File: src/rtl/tpm_rbh_pkg.sv
package tpm_rbh_pkg;

   typedef enum logic [1:0] {
      RESP_HWREAD  = 2'd0,
      RESP_UPLOAD  = 2'd1,
      RESP_DISCARD = 2'd2
   } resp_kind_e;

   typedef enum logic [3:0] {
      RC_NONE,
      RC_ACCESS,
      RC_INT_EN,
      RC_INT_VEC,
      RC_INT_STS,
      RC_INTF_CAP,
      RC_STS,
      RC_IDENT,
      RC_REV
   } reg_class_e;

   localparam logic [2:0] SW_ACCESS   = 3'd0;
   localparam logic [2:0] SW_STS      = 3'd1;
   localparam logic [2:0] SW_INTF_CAP = 3'd2;
   localparam logic [2:0] SW_INT_EN   = 3'd3;
   localparam logic [2:0] SW_INT_VEC  = 3'd4;
   localparam logic [2:0] SW_INT_STS  = 3'd5;
   localparam logic [2:0] SW_IDENT    = 3'd6;
   localparam logic [2:0] SW_REV      = 3'd7;

   localparam int unsigned ADDR_W = 24;
   localparam int unsigned LOC_W  = 4;
   localparam logic [7:0]  REGION_PREFIX = 8'hD4;

   function automatic reg_class_e classify_offset(input logic [11:0] off);
      reg_class_e rc;
      case (off[11:2])
         10'h000: rc = RC_ACCESS;
         10'h002: rc = RC_INT_EN;
         10'h003: rc = RC_INT_VEC;
         10'h004: rc = RC_INT_STS;
         10'h005: rc = RC_INTF_CAP;
         10'h006: rc = RC_STS;
         10'h3C0: rc = RC_IDENT;
         10'h3C1: rc = RC_REV;
         default: rc = RC_NONE;
      endcase
      return rc;
   endfunction

endpackage

File: src/rtl/tpm_rbh_regfile.sv
module tpm_rbh_regfile
   import tpm_rbh_pkg::*;
#(
   parameter int unsigned NUM_LOC = 5
) (
   input  logic             clk,
   input  logic             rst_n,
   input  logic             sw_we,
   input  logic [2:0]       sw_sel,
   input  logic [LOC_W-1:0] sw_loc,
   input  logic [31:0]      sw_wdata,
   input  reg_class_e       rd_class,
   input  logic [LOC_W-1:0] rd_loc,
   output logic [31:0]      rd_word
);

   logic [7:0]  access_q [NUM_LOC];
   logic [31:0] sts_q, cap_q, int_en_q, int_sts_q, ident_q;
   logic [7:0]  int_vec_q, rev_q;

   for (genvar g = 0; g < NUM_LOC; g++) begin : g_loc
      always_ff @(posedge clk or negedge rst_n) begin
         if (!rst_n) begin
            access_q[g] <= '0;
         end else if (sw_we && sw_sel == SW_ACCESS && sw_loc == LOC_W'(g)) begin
            access_q[g] <= sw_wdata[7:0];
         end
      end
   end

   always_ff @(posedge clk or negedge rst_n) begin
      if (!rst_n) begin
         sts_q     <= '0;
         cap_q     <= '0;
         int_en_q  <= '0;
         int_sts_q <= '0;
         ident_q   <= '0;
         int_vec_q <= '0;
         rev_q     <= '0;
      end else if (sw_we) begin
         case (sw_sel)
            SW_STS:      sts_q     <= sw_wdata;
            SW_INTF_CAP: cap_q     <= sw_wdata;
            SW_INT_EN:   int_en_q  <= sw_wdata;
            SW_INT_VEC:  int_vec_q <= sw_wdata[7:0];
            SW_INT_STS:  int_sts_q <= sw_wdata;
            SW_IDENT:    ident_q   <= sw_wdata;
            SW_REV:      rev_q     <= sw_wdata[7:0];
            default: ;
         endcase
      end
   end

   logic [7:0] access_sel;

   always_comb begin
      access_sel = '0;
      for (int i = 0; i < NUM_LOC; i++) begin
         if (rd_loc == LOC_W'(i)) access_sel = access_q[i];
      end
   end

   always_comb begin
      case (rd_class)
         RC_ACCESS:   rd_word = {24'h0, access_sel};
         RC_INT_EN:   rd_word = int_en_q;
         RC_INT_VEC:  rd_word = {24'h0, int_vec_q};
         RC_INT_STS:  rd_word = int_sts_q;
         RC_INTF_CAP: rd_word = cap_q;
         RC_STS:      rd_word = sts_q;
         RC_IDENT:    rd_word = ident_q;
         RC_REV:      rd_word = {24'h0, rev_q};
         default:     rd_word = '0;
      endcase
   end

endmodule

File: src/rtl/tpm_rbh_decide.sv
module tpm_rbh_decide
   import tpm_rbh_pkg::*;
#(
   parameter int unsigned NUM_LOC = 5
) (
   input  logic              cmd_write,
   input  logic [ADDR_W-1:0] cmd_addr,
   input  logic              cfg_crb,
   input  logic              cfg_hwret_off,
   input  logic              cfg_prefix_any,
   input  logic              cfg_loc_any,
   output resp_kind_e        kind,
   output logic              fill_ones,
   output reg_class_e        rd_class,
   output logic [LOC_W-1:0]  rd_loc
);

   logic hw_enabled, prefix_ok, loc_ok, known_reg;

   assign rd_loc     = cmd_addr[15:12];
   assign rd_class   = classify_offset(cmd_addr[11:0]);
   assign known_reg  = (rd_class != RC_NONE);
   assign hw_enabled = !cfg_crb && !cfg_hwret_off;
   assign prefix_ok  = cfg_prefix_any || (cmd_addr[23:16] == REGION_PREFIX);
   assign loc_ok     = ({1'b0, rd_loc} < (LOC_W + 1)'(NUM_LOC));

   always_comb begin
      kind      = RESP_UPLOAD;
      fill_ones = 1'b0;
      if (hw_enabled && prefix_ok && known_reg) begin
         if (!loc_ok) begin
            if (!cfg_loc_any) begin
               if (cmd_write) begin
                  kind = RESP_DISCARD;
               end else begin
                  kind      = RESP_HWREAD;
                  fill_ones = 1'b1;
               end
            end
         end else if (!cmd_write) begin
            kind = RESP_HWREAD;
         end
      end
   end

endmodule

File: src/rtl/tpm_rbh_capture.sv
module tpm_rbh_capture
   import tpm_rbh_pkg::*;
#(
   parameter int unsigned LEN_W = 6
) (
   input  logic              clk,
   input  logic              rst_n,
   input  logic              load,
   input  logic              clr,
   input  logic              in_write,
   input  logic [LEN_W-1:0]  in_len,
   input  logic [ADDR_W-1:0] in_addr,
   output logic              valid,
   output logic              out_write,
   output logic [LEN_W-1:0]  out_len,
   output logic [ADDR_W-1:0] out_addr
);

   always_ff @(posedge clk or negedge rst_n) begin
      if (!rst_n) begin
         valid     <= 1'b0;
         out_write <= 1'b0;
         out_len   <= '0;
         out_addr  <= '0;
      end else if (load) begin
         valid     <= 1'b1;
         out_write <= in_write;
         out_len   <= in_len;
         out_addr  <= in_addr;
      end else if (clr) begin
         valid <= 1'b0;
      end
   end

endmodule

File: src/rtl/tpm_hw_responder.sv
module tpm_hw_responder
   import tpm_rbh_pkg::*;
#(
   parameter bit          MULTI_LOC = 1'b1,
   parameter int unsigned RD_BYTES  = 4,
   parameter int unsigned LEN_W     = 6
) (
   input  logic                  clk,
   input  logic                  rst_n,
   input  logic                  cmd_valid,
   input  logic                  cmd_write,
   input  logic [LEN_W-1:0]      cmd_len,
   input  logic [23:0]           cmd_addr,
   input  logic                  cfg_crb,
   input  logic                  cfg_hwret_off,
   input  logic                  cfg_prefix_any,
   input  logic                  cfg_loc_any,
   input  logic                  sw_we,
   input  logic [2:0]            sw_sel,
   input  logic [3:0]            sw_loc,
   input  logic [31:0]           sw_wdata,
   input  logic                  sw_clr_valid,
   output logic                  resp_valid,
   output logic [1:0]            resp_kind,
   output logic [RD_BYTES*8-1:0] resp_data,
   output logic                  cap_valid,
   output logic                  cap_write,
   output logic [LEN_W-1:0]      cap_len,
   output logic [23:0]           cap_addr
);

   localparam int unsigned NUM_LOC = MULTI_LOC ? 5 : 1;
   localparam int unsigned DATA_W  = RD_BYTES * 8;

   if (RD_BYTES < 1 || RD_BYTES > 8) begin : g_bad_rd_bytes
      $error("RD_BYTES must lie in 1..8");
   end
   if (LEN_W < 1 || LEN_W > 16) begin : g_bad_len_w
      $error("LEN_W must lie in 1..16");
   end

   resp_kind_e       kind_d;
   logic             fill_ones;
   reg_class_e       rd_class;
   logic [LOC_W-1:0] rd_loc;
   logic [31:0]      rd_word;
   logic [DATA_W-1:0] data_d;

   tpm_rbh_decide #(.NUM_LOC(NUM_LOC)) u_decide (
      .cmd_write      (cmd_write),
      .cmd_addr       (cmd_addr),
      .cfg_crb        (cfg_crb),
      .cfg_hwret_off  (cfg_hwret_off),
      .cfg_prefix_any (cfg_prefix_any),
      .cfg_loc_any    (cfg_loc_any),
      .kind           (kind_d),
      .fill_ones      (fill_ones),
      .rd_class       (rd_class),
      .rd_loc         (rd_loc)
   );

   tpm_rbh_regfile #(.NUM_LOC(NUM_LOC)) u_regs (
      .clk      (clk),
      .rst_n    (rst_n),
      .sw_we    (sw_we),
      .sw_sel   (sw_sel),
      .sw_loc   (sw_loc),
      .sw_wdata (sw_wdata),
      .rd_class (rd_class),
      .rd_loc   (rd_loc),
      .rd_word  (rd_word)
   );

   for (genvar b = 0; b < RD_BYTES; b++) begin : g_lane
      logic [1:0] lane_sel;
      assign lane_sel = cmd_addr[1:0] + 2'(b);
      assign data_d[8*b +: 8] = fill_ones ? 8'hFF : rd_word[8*lane_sel +: 8];
   end

   tpm_rbh_capture #(.LEN_W(LEN_W)) u_cap (
      .clk       (clk),
      .rst_n     (rst_n),
      .load      (cmd_valid && kind_d == RESP_UPLOAD),
      .clr       (sw_clr_valid),
      .in_write  (cmd_write),
      .in_len    (cmd_len),
      .in_addr   (cmd_addr),
      .valid     (cap_valid),
      .out_write (cap_write),
      .out_len   (cap_len),
      .out_addr  (cap_addr)
   );

   always_ff @(posedge clk or negedge rst_n) begin
      if (!rst_n) begin
         resp_valid <= 1'b0;
         resp_kind  <= RESP_HWREAD;
         resp_data  <= '0;
      end else begin
         resp_valid <= cmd_valid;
         if (cmd_valid) begin
            resp_kind <= kind_d;
            resp_data <= (kind_d == RESP_HWREAD) ? data_d : '0;
         end
      end
   end

endmodule

File: config.mk
export PLATFORM = sky130hd
export DESIGN_NAME = tpm_hw_responder
export DESIGN_NICKNAME = d
export VERILOG_FILES = /design/src/rtl/tpm_rbh_pkg.sv /design/src/rtl/tpm_rbh_regfile.sv /design/src/rtl/tpm_rbh_decide.sv /design/src/rtl/tpm_rbh_capture.sv /design/src/rtl/tpm_hw_responder.sv
export SDC_FILE = /design/constraint.sdc
export NUM_CORES = 1
export LEC_CHECK = 0
export ABC_AREA = 1
export CORE_MARGIN = 10
export CORE_UTILIZATION = 57
export DETAILED_ROUTE_END_ITERATION = 10
export GPL_ROUTABILITY_DRIVEN = 0
export HOLD_SLACK_MARGIN = 0.02
export PLACE_DENSITY = 0.81
export SLEW_MARGIN = 0
export SYNTH_ARGS = -nofsm -noshare
export SYNTH_HDL_FRONTEND = slang
export SYNTH_SLANG_ARGS = --single-unit
File: constraint.sdc
create_clock -name clk -period 1.65 [get_ports clk]
set_input_delay 0.165 -clock clk [delete_from_list [all_inputs] [get_ports clk]]
set_output_delay 0.165 -clock clk [all_outputs]
set_load 0.05 [all_outputs]
# Yosys cells after proc, flatten, opt, wreduce, memory -nomap -nowiden
# Index checks and enable logic that the tools add are counted.
[op_classes]
add_sub_neg = 3
n_mul = 0
div_mod_pow = 0
order_cmp = 1
n_eq_ne = 32
n_shift = 4
mux = 23
bitwise = 0
n_reduce_logical = 27
[ops]
columns = ["operator", "n"]
rows = [
  ["32-bit one-hot mux with 8 select lines", 1],
  ["32-bit by 6-bit variable part select with 8-bit output", 4],
  ["8-bit two-way mux", 9],
  ["32-bit two-way mux", 1],
  ["4-bit one-hot mux with 8 select lines", 1],
  ["10-bit by 3-bit == test with 1-bit output (second input constant)", 3],
  ["4-bit by 2-bit == test with 1-bit output (second input constant)", 6],
  ["4-bit by 3-bit == test with 1-bit output (second input constant)", 6],
  ["10-bit == test (second input constant)", 2],
  ["10-bit by 2-bit == test with 1-bit output (second input constant)", 2],
  ["2-bit AND reduction", 7],
  ["3-bit == test (second input constant)", 4],
  ["4-bit by 1-bit == test with 1-bit output (second input constant)", 3],
  ["1-bit logical AND", 10],
  ["10-bit logical NOT", 1],
  ["8-bit == test (second input constant)", 1],
  ["4-bit logical NOT", 2],
  ["2-bit two-way mux", 4],
  ["1-bit two-way mux", 7],
  ["3-bit by 2-bit == test with 1-bit output (second input constant)", 2],
  ["2-bit adder (second input constant)", 2],
  ["4-bit == test (second input constant)", 1],
  ["4-bit by 3-bit < comparator with 1-bit output (second input constant)", 1],
  ["4-bit nonzero test", 1],
  ["8 further kinds", 9],
]
[word_totals]
ff_bits = 283
latch_bits = 0
mem_bits_rw = 0
mem_bits_ro = 0
input_bits = 79
wordCells = 109
mem_count = 0

# Depth between registers and ports, before layout
[logic_depth]
depth_word = 10
mapped_depth = 15
depth_no_buf = 14

# By module
# Synthesis repeated with hierarchy kept, for this count alone.
[hier_totals]
hier_cells = 1735
hier_area_um2 = 13650.6
[by_module_without_submodules]
columns = ["mod", "instances", "cells_per_inst", "area_each_um2"]
rows = [
  ["tpm_rbh_regfile", 1, 1153, 9665.5],
  ["tpm_hw_responder", 1, 378, 2462.4],
  ["tpm_rbh_capture", 1, 135, 1194.9],
  ["tpm_rbh_decide", 1, 69, 327.8],
]

# Worst setup path after synthesis
# No wires, ideal clock.
[synth_path]
kind = "input -> register"
from = "input port cmd_addr[12]"
to = "register resp_data[0]"
arrival_time_ps = 1576
required_ps = 1532
setup_slack_ps = -43
cell_stages = 13
path_cell_list = "buf_2 nor2_2 nand3_1 buf_2 or2_0 nand3_1 nand3_1 nor2_1 nand2_1 nand3_1 nand3_1 nand2_1 nand2_1"
[synth_via]
elab_chain_len = 10
elab_cells_between_ends = 20
[synth_lines]
columns = ["element", "line", "source"]
rows = [
  ["start, declared", "tpm_hw_responder.sv:13", "input logic [23:0] cmd_addr,"],
  ["4-bit logical NOT", "tpm_rbh_regfile.sv:59", "if (rd_loc == LOC_W'(i)) access_sel = access_q[i];"],
  ["8-bit two-way mux (5 in a row)", "tpm_rbh_regfile.sv:59", ""],
  ["32-bit one-hot mux with 8 select lines", "tpm_rbh_regfile.sv:64", "case (rd_class)"],
  ["32-bit by 6-bit variable part select with 8-bit output", "tpm_hw_responder.sv:77", "assign data_d[8*b +: 8] = fill_ones ? 8'hFF : rd_word[8*lane_sel +: 8];"],
  ["8-bit two-way mux", "tpm_hw_responder.sv:77", ""],
  ["32-bit two-way mux (*)", "tpm_hw_responder.sv:103", "resp_data <= (kind_d == RESP_HWREAD) ? data_d : '0;"],
  ["end signal, assigned", "tpm_hw_responder.sv:103", ""],
  ["end, declared", "tpm_hw_responder.sv:25", "output logic [RD_BYTES*8-1:0] resp_data,"],
]
# Mark *: on every way between the ends. The rest lies on a longest branch, timed or not.
# A chain may end at the register's enable or synchronous reset.

# Worst setup path in the final report
[layout_path]
from = "input port cmd_addr[8]"
to = "register resp_data[30]"
[layout_via]
elab_chain_len = 7
elab_cells_between_ends = 26
[layout_lines]
columns = ["element", "line", "source"]
rows = [
  ["10-bit == test, or another cell as far along", "tpm_rbh_pkg.sv:36", "case (off[11:2])"],
  ["4-bit one-hot mux with 8 select lines (*)", "tpm_rbh_pkg.sv:36", ""],
  ["4-bit == test, or another cell as far along", "tpm_rbh_regfile.sv:64", ""],
  ["32-bit one-hot mux with 8 select lines / 1-bit logical AND (equally long branches)", "tpm_rbh_regfile.sv:64, tpm_rbh_decide.sv:30", ""],
  ["32-bit by 6-bit variable part select with 8-bit output, or another cell as far along", "tpm_hw_responder.sv:77", ""],
  ["8-bit two-way mux / 2-bit logical NOT (equally long branches)", "tpm_hw_responder.sv:77, tpm_hw_responder.sv:103", ""],
  ["32-bit two-way mux (*)", "tpm_hw_responder.sv:103", ""],
]
# Marks and branches as above.

==> impl_metrics.env <==
export IMPL_worst_path_largest_cell_delay_ns=0.26
export IMPL_synth_distinct_cells=32
export IMPL_grt_pass1_vias=12500
export IMPL_path_cells="dlygate4sd2_1 > inv_2 > nand3_4 > nor2_4 > nand2_4 > clkinv_4 > buf_12 > buf_16 > nand2_1 > nand2_1 > nor2_4 > nand4_1 > nand3_1 > nand3_1 > nand2_1 > nand2_1"
export IMPL_setup_ws_ns=-0.00305
export IMPL_clk_path_buf_depth=3
export IMPL_cts_sinks=283
export IMPL_clk_pin_slew_worst_paths_ns=0.06
export IMPL_syn_cell_area_mm2=0.0131
export IMPL_dr_pass1_iters=8
export IMPL_critPathArrivalTime_ns=2.11
export IMPL_wl_per_cell_um=20.4
export IMPL_holdCritPathClass="input pin to flop"
export IMPL_relSlewSlack_pct=63.3
export IMPL_worst_setup_path_type="input pin to flop"
export IMPL_tritoncts="done"
export IMPL_antenna_found_initial=0
export IMPL_die_area_mm2=0.0295
export IMPL_ir_drop_mv=0.722
export IMPL_dpl_cell_area_mm2=0.0156
export IMPL_wl_mm=44.9
export IMPL_rsz0062_at_grt="true"
export IMPL_gr_total_overflow=0
export IMPL_fin_crit_ns=1.65
export IMPL_finClkSkew_ns=0.0168
export IMPL_synth_area_per_cell_um2=7.86
export IMPL_placed_cells=2116
export IMPL_finalHoldViolations=0
export IMPL_worstMarginPinSlew_ns=0.550
export IMPL_antenna_left=0
export IMPL_p_leak_uw=0.00896
export IMPL_synth_edf_count=0
export IMPL_fp_dieW_um=172
export IMPL_antennaDiodeCount=0
export IMPL_synth_fp_nets=1749
export IMPL_drive_above_1_share_pct=20.0
export IMPL_root_buffer="clkbuf_16"
export IMPL_status="finished with violations"
export IMPL_synth_area_leaders="dfrtp_1 54%, nand2_1 17%, nand3_1 9.1%"
export IMPL_fmax_mhz=605
export IMPL_cts_htree_levels=1
export IMPL_drt_iter0_markers=2116
export IMPL_ys_flop_type="dfrtp_1"
export IMPL_io_buffers=145
export IMPL_cp_start_kind="input pin"
export IMPL_globalRouteTotalUtil_pct=28.6
export IMPL_synth_yosys_warnings=0
export IMPL_slowest_stage="dlygate4sd2_1"
export IMPL_async_flop_share_pct=100
export IMPL_rows=55
export IMPL_pwr_density_cell_mw_per_mm2=1010
export IMPL_fin_util_pct=77.2
export IMPL_crit_required_ns=2.10
export IMPL_cts_buffers=30
export IMPL_grt_max_degree=65
export IMPL_fin_cells=2203
export IMPL_syn2layout_area_growth_pct=33.2
export IMPL_path_common_cell="nand2_1"
export IMPL_critPathCaptureType="flop"
export IMPL_synthMostInstantiatedCell="nand2_1"
export IMPL_initial_utilization_pct=58.0
export IMPL_final_max_slew_viol_count=0
export IMPL_remaining_drc_errors=0
export IMPL_clk_latency_ns=0.58
export IMPL_max_cap_violations=0
export IMPL_period_share_pct=100
export IMPL_final_area_mm2=0.0175
export IMPL_syn_inst=1670
export IMPL_setup_viol=2
export IMPL_coreArea_mm2=0.0226
export IMPL_io_pins=146
export IMPL_place_hpwl_mm=27.6
export IMPL_fp_dieH_um=172
export IMPL_ys_ff_latch=283
export IMPL_yosysTopAreaCell="dfrtp_1"
export IMPL_yosys_top_cells_count="606 x nand2_1, 283 x dfrtp_1, 239 x nand3_1, 224 x o21ai_0, 82 x inv_1"
export IMPL_synth_seq_area_share_pct=54.0
export IMPL_synth_top_cell_area_share_pct=54.0
export IMPL_grt_pass1_wl_mm=67.8
export IMPL_fin_nets=1977
export IMPL_viasPerCell=6.03
export IMPL_vias=13300
export IMPL_critPathMaxFanout=15
export IMPL_violations="negative setup slack"
-- registers in the layout, indices dropped and copies added (netlist names), 2 cells and up --
register,cells
u_cap.out_addr,24
resp_kind,2
u_regs.int_vec_q,8
u_regs.access_q,40
u_regs.cap_q,32
u_regs.rev_q,8
u_regs.int_en_q,32
resp_data,32
u_regs.int_sts_q,32
u_regs.sts_q,32
u_regs.ident_q,32
u_cap.out_len,6
-- metrics by stage --
| stage | hold slack, ns | TNS (ns) | total power (uW) | setup slack, ns |
|---|---|---|---|---|
| after global placement | 0.124 | -41.59 | 10800 | -0.932 |
| after detailed placement | 0.129 | -46.87 | 10900 | -0.953 |
| after CTS | 0.0431 | 0 | 17400 | 0.0307 |
| after floorplan | -0.131 | 0 | 9760 | 0.00276 |
| after global routing | 0.0247 | -2.86 | 18200 | -0.129 |
| final | 0.00894 | -0.00589 | 17600 | -0.00305 |
-- worst paths after layout --
path | startpoint | endpoint | slack, ns | cells past startpoint
max in group asynchronous | rst_n | resp_data[9] | 0.84 | 3
worst min register to register | u_cap.out_addr[7] | u_cap.out_addr[7] | 0.47 | 2
worst max-delay path | cmd_addr[8] | resp_data[30] | -0.003 | 16
worst max register to register | u_regs.access_q[15] | resp_data[31] | 0.01 | 12
worst min-delay path | cmd_addr[6] | u_cap.out_addr[6] | 0.009 | 4
min in group asynchronous | rst_n | u_regs.access_q[25] | 0.12 | 2
-- worst max-delay path, delay by kind of cell --
family | cells | cell delay [ns]
simple gates | 11 | 1.17
buf+inv | 5 | 0.75
-- where the power goes --
part	internal (uW)	switching, uW	leakage, uW
clock	3830	2760	0.000458
combinational	932	1530	0.00488
sequential	7910	608	0.00362
total	12700	4900	0.00896
-- kinds of logic (layout without fill, tap and decap cells) --
logic type | count (synthesis) | in the layout | share of synthesized area [%]
buf+inv | 182 | 430 | 5.56
flops | 283 | 283 | 54.0
compound gates | 241 | 241 | 9.43
simple gates | 963 | 963 | 31.0
xor+xnor | 1 | 1 | 0.0667
-- cells in the final DEF (no fill, tap or decap), types with 20 or more instances in the layout --
cell	instances
nand2_1	586
dfrtp_1	283
o21ai_0	224
nand3_1	194
buf_4	167
inv_1	73
clkdlybuf4s50_1	56
nand3_2	43
nor2_1	40
clkbuf_16	34
buf_12	30
nor2_4	20
-- layer usage --
metal  global-route usage [%]  share of wire, %
met3                     5.13                12
met5                        0                 0
met4                     11.7               5.3
met1                     38.2                38
met2                     45.2                45
-- timing repair --
| item | in CTS | in global routing |
|---|---|---|
| setup endpoints to repair | 65 | 65 |
| pin swaps | 16 | 41 |
| endpoints found under the hold margin | 283 | 3 |
| hold buffers | 1 | 3 |
| resized for setup | 71 | 96 |
| buffers inserted | 11 | 11 |
| cloned | 5 | 5 |
-- layout make-up --
type	instances	area [um2]
fillers	1454	5160
multi-input cells	1205	5820
repair buffers	292	2940
clock buffers	45	847
inverters	86	333
well taps	285	357
clock inverters	7	98.8
flip-flops and latches	283	7080
Note: power is estimated with default switching activity, not from simulation.
